$ cat config.mk
export PLATFORM = sky130hd
export DESIGN_NAME = audio_serial_out
export DESIGN_NICKNAME = d
export VERILOG_FILES = /design/src/rtl/aso_pkg.sv /design/src/rtl/aso_clkgen.sv /design/src/rtl/aso_bitsel.sv /design/src/rtl/audio_serial_out.sv
export SDC_FILE = /design/constraint.sdc
export NUM_CORES = 1
export LEC_CHECK = 0
export BUFFER_PORTS_ARGS = -buffer_cell sky130_fd_sc_hd__buf_4
export CAP_MARGIN = 10
export CORE_MARGIN = 3
export CORE_UTILIZATION = 40
export CTS_CLUSTER_DIAMETER = 40
export DETAILED_ROUTE_END_ITERATION = 10
export GPL_ROUTABILITY_DRIVEN = 0
export REMOVE_ABC_BUFFERS = 1
export SYNTH_ARGS = -nofsm -noshare
export SYNTH_HDL_FRONTEND = slang
export SYNTH_SLANG_ARGS = --single-unit
$ cat constraint.sdc
create_clock -name clk -period 7.3 [get_ports clk]
set_input_delay 0.73 -clock clk [delete_from_list [all_inputs] [get_ports clk]]
set_output_delay 0.73 -clock clk [all_outputs]
set_load 0.05 [all_outputs]
$ cat src/rtl/aso_pkg.sv
package aso_pkg;

    typedef enum logic [1:0] {
        FMT_I2S = 2'b00,
        FMT_RJ  = 2'b01,
        FMT_LJ  = 2'b10,
        FMT_RAW = 2'b11
    } fmt_e;

    localparam int WORD_W   = 32;
    localparam int SLOT_W   = 6;
    localparam int POS_W    = 5;
    localparam int WIDTH_W  = 5;
    localparam logic [WIDTH_W-1:0] WIDTH_RST = 5'd24;

endpackage

$ cat src/rtl/aso_clkgen.sv
module aso_clkgen #(
    parameter int DIV_HALF = 2
) (
    input  logic                       clk,
    input  logic                       rst_n,
    output logic [aso_pkg::SLOT_W-1:0] slot_d,
    output logic                       bclk_d,
    output logic                       frame_end
);
    localparam int DIV_W = (DIV_HALF < 2) ? 1 : $clog2(2 * DIV_HALF);
    localparam logic [DIV_W-1:0] DIV_LAST = DIV_W'(2 * DIV_HALF - 1);
    localparam logic [DIV_W-1:0] DIV_MID  = DIV_W'(DIV_HALF);

    logic [DIV_W-1:0]            div_q, div_d;
    logic [aso_pkg::SLOT_W-1:0]  slot_q;

    always_comb begin
        if (div_q == DIV_LAST) begin
            div_d  = '0;
            slot_d = slot_q + 1'b1;
        end else begin
            div_d  = div_q + 1'b1;
            slot_d = slot_q;
        end
        bclk_d    = (div_d >= DIV_MID);
        frame_end = (div_q == DIV_LAST) && (&slot_q);
    end

    always_ff @(posedge clk) begin
        if (!rst_n) begin
            div_q  <= '0;
            slot_q <= '0;
        end else begin
            div_q  <= div_d;
            slot_q <= slot_d;
        end
    end

endmodule

$ cat src/rtl/aso_bitsel.sv
module aso_bitsel (
    input  aso_pkg::fmt_e                fmt,
    input  logic [aso_pkg::WIDTH_W-1:0]  width,
    input  logic [aso_pkg::WORD_W-1:0]   word,
    input  logic [aso_pkg::POS_W-1:0]    pos,
    output logic                         bit_o
);
    logic [aso_pkg::POS_W-1:0] rev;

    always_comb begin
        rev = 5'd31 - pos;
        unique case (fmt)
            aso_pkg::FMT_I2S: bit_o = (pos == '0) ? 1'b0 : word[rev + 5'd1];
            aso_pkg::FMT_RJ:  bit_o = (rev < width) ? word[rev] : 1'b0;
            aso_pkg::FMT_LJ:  bit_o = word[rev];
            default:          bit_o = word[pos];
        endcase
    end

endmodule

$ cat src/rtl/audio_serial_out.sv
module audio_serial_out #(
    parameter int DIV_HALF = 2,
    parameter int AUX_W    = 4
) (
    input  logic                        clk,
    input  logic                        rst_n,
    input  logic                        ctrl_wr,
    input  logic [1:0]                  ctrl_mode,
    input  logic                        ctrl_aux_en,
    input  logic                        ctrl_hiz,
    input  logic                        width_wr,
    input  logic [4:0]                  width_val,
    input  logic [AUX_W-1:0]            aux_bits,
    input  logic [31:0]                 left_word,
    input  logic [31:0]                 right_word,
    input  logic                        pair_valid,
    output logic                        pair_ready,
    output logic                        bclk,
    output logic                        wclk,
    output logic [AUX_W-1:0]            sdata,
    output logic                        out_en
);
    import aso_pkg::*;

    typedef struct packed {
        fmt_e                mode;
        logic [WIDTH_W-1:0]  width;
        logic                aux_en;
        logic                hiz;
        fmt_e                act_mode;
        logic [WIDTH_W-1:0]  act_width;
        logic [WORD_W-1:0]   left;
        logic [WORD_W-1:0]   right;
        logic                bclk;
        logic                wclk;
        logic [AUX_W-1:0]    sd;
        logic                oe;
    } st_t;

    st_t st_q, st_d;

    logic [SLOT_W-1:0]  slot_d;
    logic               bclk_d;
    logic               frame_end;
    logic               take;
    logic [WORD_W-1:0]  left_nxt, right_nxt, sel_word;
    fmt_e               sel_fmt;
    logic [WIDTH_W-1:0] sel_width;
    logic               sel_bit;
    logic               aux_on;

    aso_clkgen #(.DIV_HALF(DIV_HALF)) u_clkgen (
        .clk       (clk),
        .rst_n     (rst_n),
        .slot_d    (slot_d),
        .bclk_d    (bclk_d),
        .frame_end (frame_end)
    );

    assign take      = frame_end && pair_valid;
    assign left_nxt  = take ? left_word  : st_q.left;
    assign right_nxt = take ? right_word : st_q.right;
    assign sel_word  = slot_d[SLOT_W-1] ? right_nxt : left_nxt;
    assign sel_fmt   = frame_end ? st_q.mode  : st_q.act_mode;
    assign sel_width = frame_end ? st_q.width : st_q.act_width;

    aso_bitsel u_bitsel (
        .fmt   (sel_fmt),
        .width (sel_width),
        .word  (sel_word),
        .pos   (slot_d[POS_W-1:0]),
        .bit_o (sel_bit)
    );

    always_comb begin
        st_d = st_q;
        if (ctrl_wr) begin
            st_d.mode   = fmt_e'(ctrl_mode);
            st_d.aux_en = ctrl_aux_en;
            st_d.hiz    = ctrl_hiz;
        end
        if (width_wr) begin
            st_d.width = width_val;
        end
        if (frame_end) begin
            st_d.act_mode  = st_q.mode;
            st_d.act_width = st_q.width;
        end
        st_d.left  = left_nxt;
        st_d.right = right_nxt;
        st_d.bclk  = bclk_d;
        st_d.wclk  = slot_d[SLOT_W-1];
        st_d.sd    = st_q.aux_en ? aux_bits : {{(AUX_W-1){1'b0}}, sel_bit};
        st_d.oe    = !st_q.hiz;
    end

    always_ff @(posedge clk) begin
        if (!rst_n) begin
            st_q.mode      <= FMT_I2S;
            st_q.width     <= WIDTH_RST;
            st_q.aux_en    <= 1'b0;
            st_q.hiz       <= 1'b0;
            st_q.act_mode  <= FMT_I2S;
            st_q.act_width <= WIDTH_RST;
            st_q.left      <= '0;
            st_q.right     <= '0;
            st_q.bclk      <= 1'b0;
            st_q.wclk      <= 1'b0;
            st_q.sd        <= '0;
            st_q.oe        <= 1'b1;
        end else begin
            st_q <= st_d;
        end
    end

    assign pair_ready = frame_end;
    assign bclk       = st_q.bclk;
    assign wclk       = st_q.wclk;
    assign sdata      = st_q.sd;
    assign out_en     = st_q.oe;
    assign aux_on     = st_q.aux_en;

endmodule

# After elaboration in Yosys (flattened, before gate mapping)
# Index checks and enable logic that the tools add are counted.
[op_classes] add_sub_neg=4 magnitude_cmp=5 eq_ne=3 muxes=17 n_reduce_logical=7
[ops] op="2-to-1 mux 32 bit" n=3
[ops] op="less-than comparator 5 x 6 -> 1 bit, second input constant" n=3
[ops] op="binary-select mux 1 bit (select 5 bit)" n=3
[ops] op="adder 6 x 1 -> 6 bit, second input constant" n=1
[ops] op="2-to-1 mux 1 bit" n=6
[ops] op="2-to-1 mux 6 bit" n=1
[ops] op="AND reduction 6 bit" n=1
[ops] op="adder 5 x 1 -> 5 bit, second input constant" n=1
[ops] op="logical NOT 5 bit" n=1
[ops] op="less-than comparator 5 bit" n=1
[ops] op="2-to-1 mux 5 bit" n=1
[ops] op="subtractor 5 bit, first input constant" n=1
[ops] op="== test 2 bit, second input constant" n=2
[ops] op="2-to-1 mux 2 bit" n=2
[ops] op="case mux 1 bit (3 select lines)" n=1
[ops] op="adder 2 x 1 -> 2 bit, second input constant" n=1
[ops] op="== test 2 x 1 -> 1 bit, second input constant" n=1
[ops] op=">= comparator 2 bit, second input constant" n=1
[ops] op="logical AND 1 bit" n=2
[ops] op="logical NOT 2 bit" n=1
[ops] op="AND reduction 2 bit" n=1
[ops] op="logical NOT 1 bit" n=1
[totals] regBits=95 output_inout_bits=8 elab_cells=51

# Depth between registers and ports, before layout
[depth] ltp_word=10 ltp_mapped=15 ltp_nobuf=12

# By module
# From an unflattened synthesis, not the netlist that was laid out.
[unflattened] cells_unflattened=525 hier_area_um2=5738.0
[modules_own_cells] module="audio_serial_out" instances=1 cells_each=404 area_per_inst_um2=4304.1 seq_area_each_um2=1741.7
[modules_own_cells] module="aso_bitsel" instances=1 cells_each=86 area_per_inst_um2=1053.5 seq_area_each_um2=0.0
[modules_own_cells] module="aso_clkgen" instances=1 cells_each=35 area_per_inst_um2=380.4 seq_area_each_um2=160.2

# Least setup slack after synthesis
# OpenSTA, ideal clock, no wires.
[synth_timing] path_kind="register to register" startpoint="reg bclk (netlist name)" endpoint="reg st_q, in the netlist sdata[0]" setup_time_ns=0.103 arrival_ns=3.877 required_time_ns=7.197 slack_ns=3.320 stages_incl_launch_ff=14 path_buffers=4 period_less_slack_ns=3.980 path_cell_list="dfxtp_1 ha_1 buf_4 xor2_1 inv_1 clkbuf_1 buf_2 ha_1 xnor2_1 clkbuf_1 mux2_2 o311ai_1 nand3_1 a2111oi_2"
[synth_rtl] element="end signal, assigned" line_no="audio_serial_out.sv:112" source="st_q <= st_d;"
[synth_rtl] element="end, declared" line_no="audio_serial_out.sv:40" source="st_t st_q, st_d;"

==> run metrics <==
H-tree depth=3; die height=127.8 um; DP Wirelength=roughly 11 mm; post-CTS setup buffers=0; n_diodes=0; largest net degree at the start of global routing=94; Longest Clk Path Bufs=2; # DRC=0; CTS Buf Count=9; gr ovfl total=0; sequential share of the synthesized area=0.3135; CTS Hold Bufs=0; vias in the first global route=5183; fill count=between 1000 and 1500; IO Port Bufs=slightly below 90; largest cells by area after synthesis=dfxtp_1, nand2_1, mux2i_1, a21boi_0, mux4_2; Yosys reg bits=93; Tmin final=4666 ps; Worst setup EP type=flop; core area=14200 um^2; max frequency=about 0.21 GHz; Critical Path Start Type=flop; Area Overhead vs Synth=15.61%; cell repeated most along the worst path=ha_1; Power Density=approximately 160 nW/um^2; antenna viol nets, final=0; RSZ-0062 raised after global routing=no; first-pass GRT wire length=~25 mm; most frequent cell after synthesis=nand2_1; nets=about 860; # clock sinks=93; CP delay by family, top=XOR/XNOR gates; CP max stage cell=xnor2_1; maximum vdd ir drop=156.6 uV; share of cells above drive strength 1=0.1842; Multi-input gate area=3746 um^2; setup_tns=0 ps; pins over their slew limit=0; routed length per placed instance=16.07 um; ys async rst share=0; Leakage=2.474 nW; crit-path max cell delay=970 ps; vias=between 5000 and 6000; worst path arrival time=4890 ps; CTS tree=done; Die Wd=127.8 um; outcome=completed; number of hold violations in the final report=0; Reg area=1862 um^2; top cell type's share of synthesized area=0.3135; worst-margin pin slew=1213 ps; initial DRC count=471; Max transition margin=0.1854; post-synthesis cell area=5938 um^2; IO Pins=90; Rows=43; DRT Pass-1 Iters=6; Yosys top cell by area=dfxtp_1; Hold WC Path Type=reg2reg; vias per inst=between 5 and 6; ys flop type=dfxtp_1; CP cell instances=ha_1 -> xor2_2 -> buf_4 -> inv_1 -> ha_1 -> xnor2_1 -> mux4_2 -> mux2i_1 -> o32ai_1 -> nor4_1 -> o311ai_1 -> nand3_1 -> a2111oi_2; Syn Area/Cell=8.259 um^2; Fin Hold WS=383.9 ps; Post-CTS Resized=0; maxcap violations=0; initial core utilization=0.4181; initial antenna violation count=0; Reg clk slew, reported paths=70 ps; Post-Route WL=15.29 mm; Total GRT Usage=0.1869; crit path max fanout=36; final setup violation count=0; CP Class=reg2reg; Die Area=16340 um^2; Ys Warns=0; commonest cells in the netlist=nand2_1, dfxtp_1, mux2i_1, a21boi_0, clkbuf_1; Yosys cell types=57; Post-Syn Instances=~720; root buf cell=clkbuf_16; Post-synth EDFFs=0; final period utilization=0.6391; WP buf/inv=2; required time worst endpoint=7530 ps; Worst-Skew Late Latency=about 350 ps; Worst Clk Skew=5.961 ps
## registers in the layout, summed over array words and instances (netlist names)
register / count
wclk: 1
bclk: 1
sdata: 4
out_en: 1
aux_on: 1
u_clkgen.slot_q: 5
st_q: 79
u_clkgen.div_q: 1
## cell families (layout without fill, tap and decap cells)
| logic type | Yosys count | count (layout) | synth area share |
|---|---|---|---|
| AO/OA/AOI/OAI | 146 | 146 | 0.1806 |
| XOR/XNOR | 7 | 7 | 0.01032 |
| flip-flops | 93 | 93 | 0.3135 |
| multiplexers | 88 | 88 | 0.1854 |
| AND/OR/NAND/NOR | 311 | 311 | 0.2358 |
| buffers and inverters | 66 | 118 | 0.05752 |
| adder cells (fa/ha/maj) | 8 | 8 | 0.01686 |
## layer usage
layer / wire [um] / GRT usage
met3: 861 / 0.04167
met4: 341 / 0.06866
met2: 7134 / 0.3075
met5: 0 / 0
met1: 6949 / 0.2405
## metrics by stage
stage | instance area (um^2) | setup slack [ps] | power, mW | cells | util
after floorplan | 5623 | 1042 | 0.6000 | 660 | -
after CTS | 6865 | 2714 | 1.139 | 951 | 0.4834
after global placement | 6573 | 2800 | 0.6674 | 935 | 0.4627
after global routing | 6865 | 2257 | 1.171 | 951 | 0.4834
final | 6865 | 2634 | 1.128 | 951 | 0.4834
after detailed placement | 6573 | 2719 | 0.6688 | 935 | 0.4627
## worst paths after layout
kind	depth (start not counted)	slack, ps	start	to
min reg2reg	1	380	st_q[78]	out_en
max	13	2630	bclk	sdata[0]
max reg2reg	13	2630	bclk	sdata[0]
min	1	380	st_q[78]	out_en
## power breakdown
part / switching [mW] / internal, mW
Clock: 0.205 / 0.265
Combinational: 0.0747 / 0.0664
Sequential: 0.00467 / 0.513
Total: 0.284 / 0.844
## cell type report
cell class	instances	share of cell area
clock inverters	6	0.009295
well taps	180	0.03280
multi-input cells	560	0.5457
clock buffers	10	0.03335
inverters	7	0.003827
repair buffers	95	0.1039
flip-flops and latches	93	0.2712
## placed cells by master (no fill, tap or decap), types with 11 or more instances in the layout
cell type,instances
a211oi_1,15
a21boi_0,64
a22oi_1,13
and3_1,16
buf_4,95
dfxtp_1,93
mux2i_1,65
mux4_2,17
nand2_1,201
nand2b_1,17
nor2_1,25
nor2b_1,13
o21ai_0,11
Note: power is estimated with default switching activity, not from simulation.
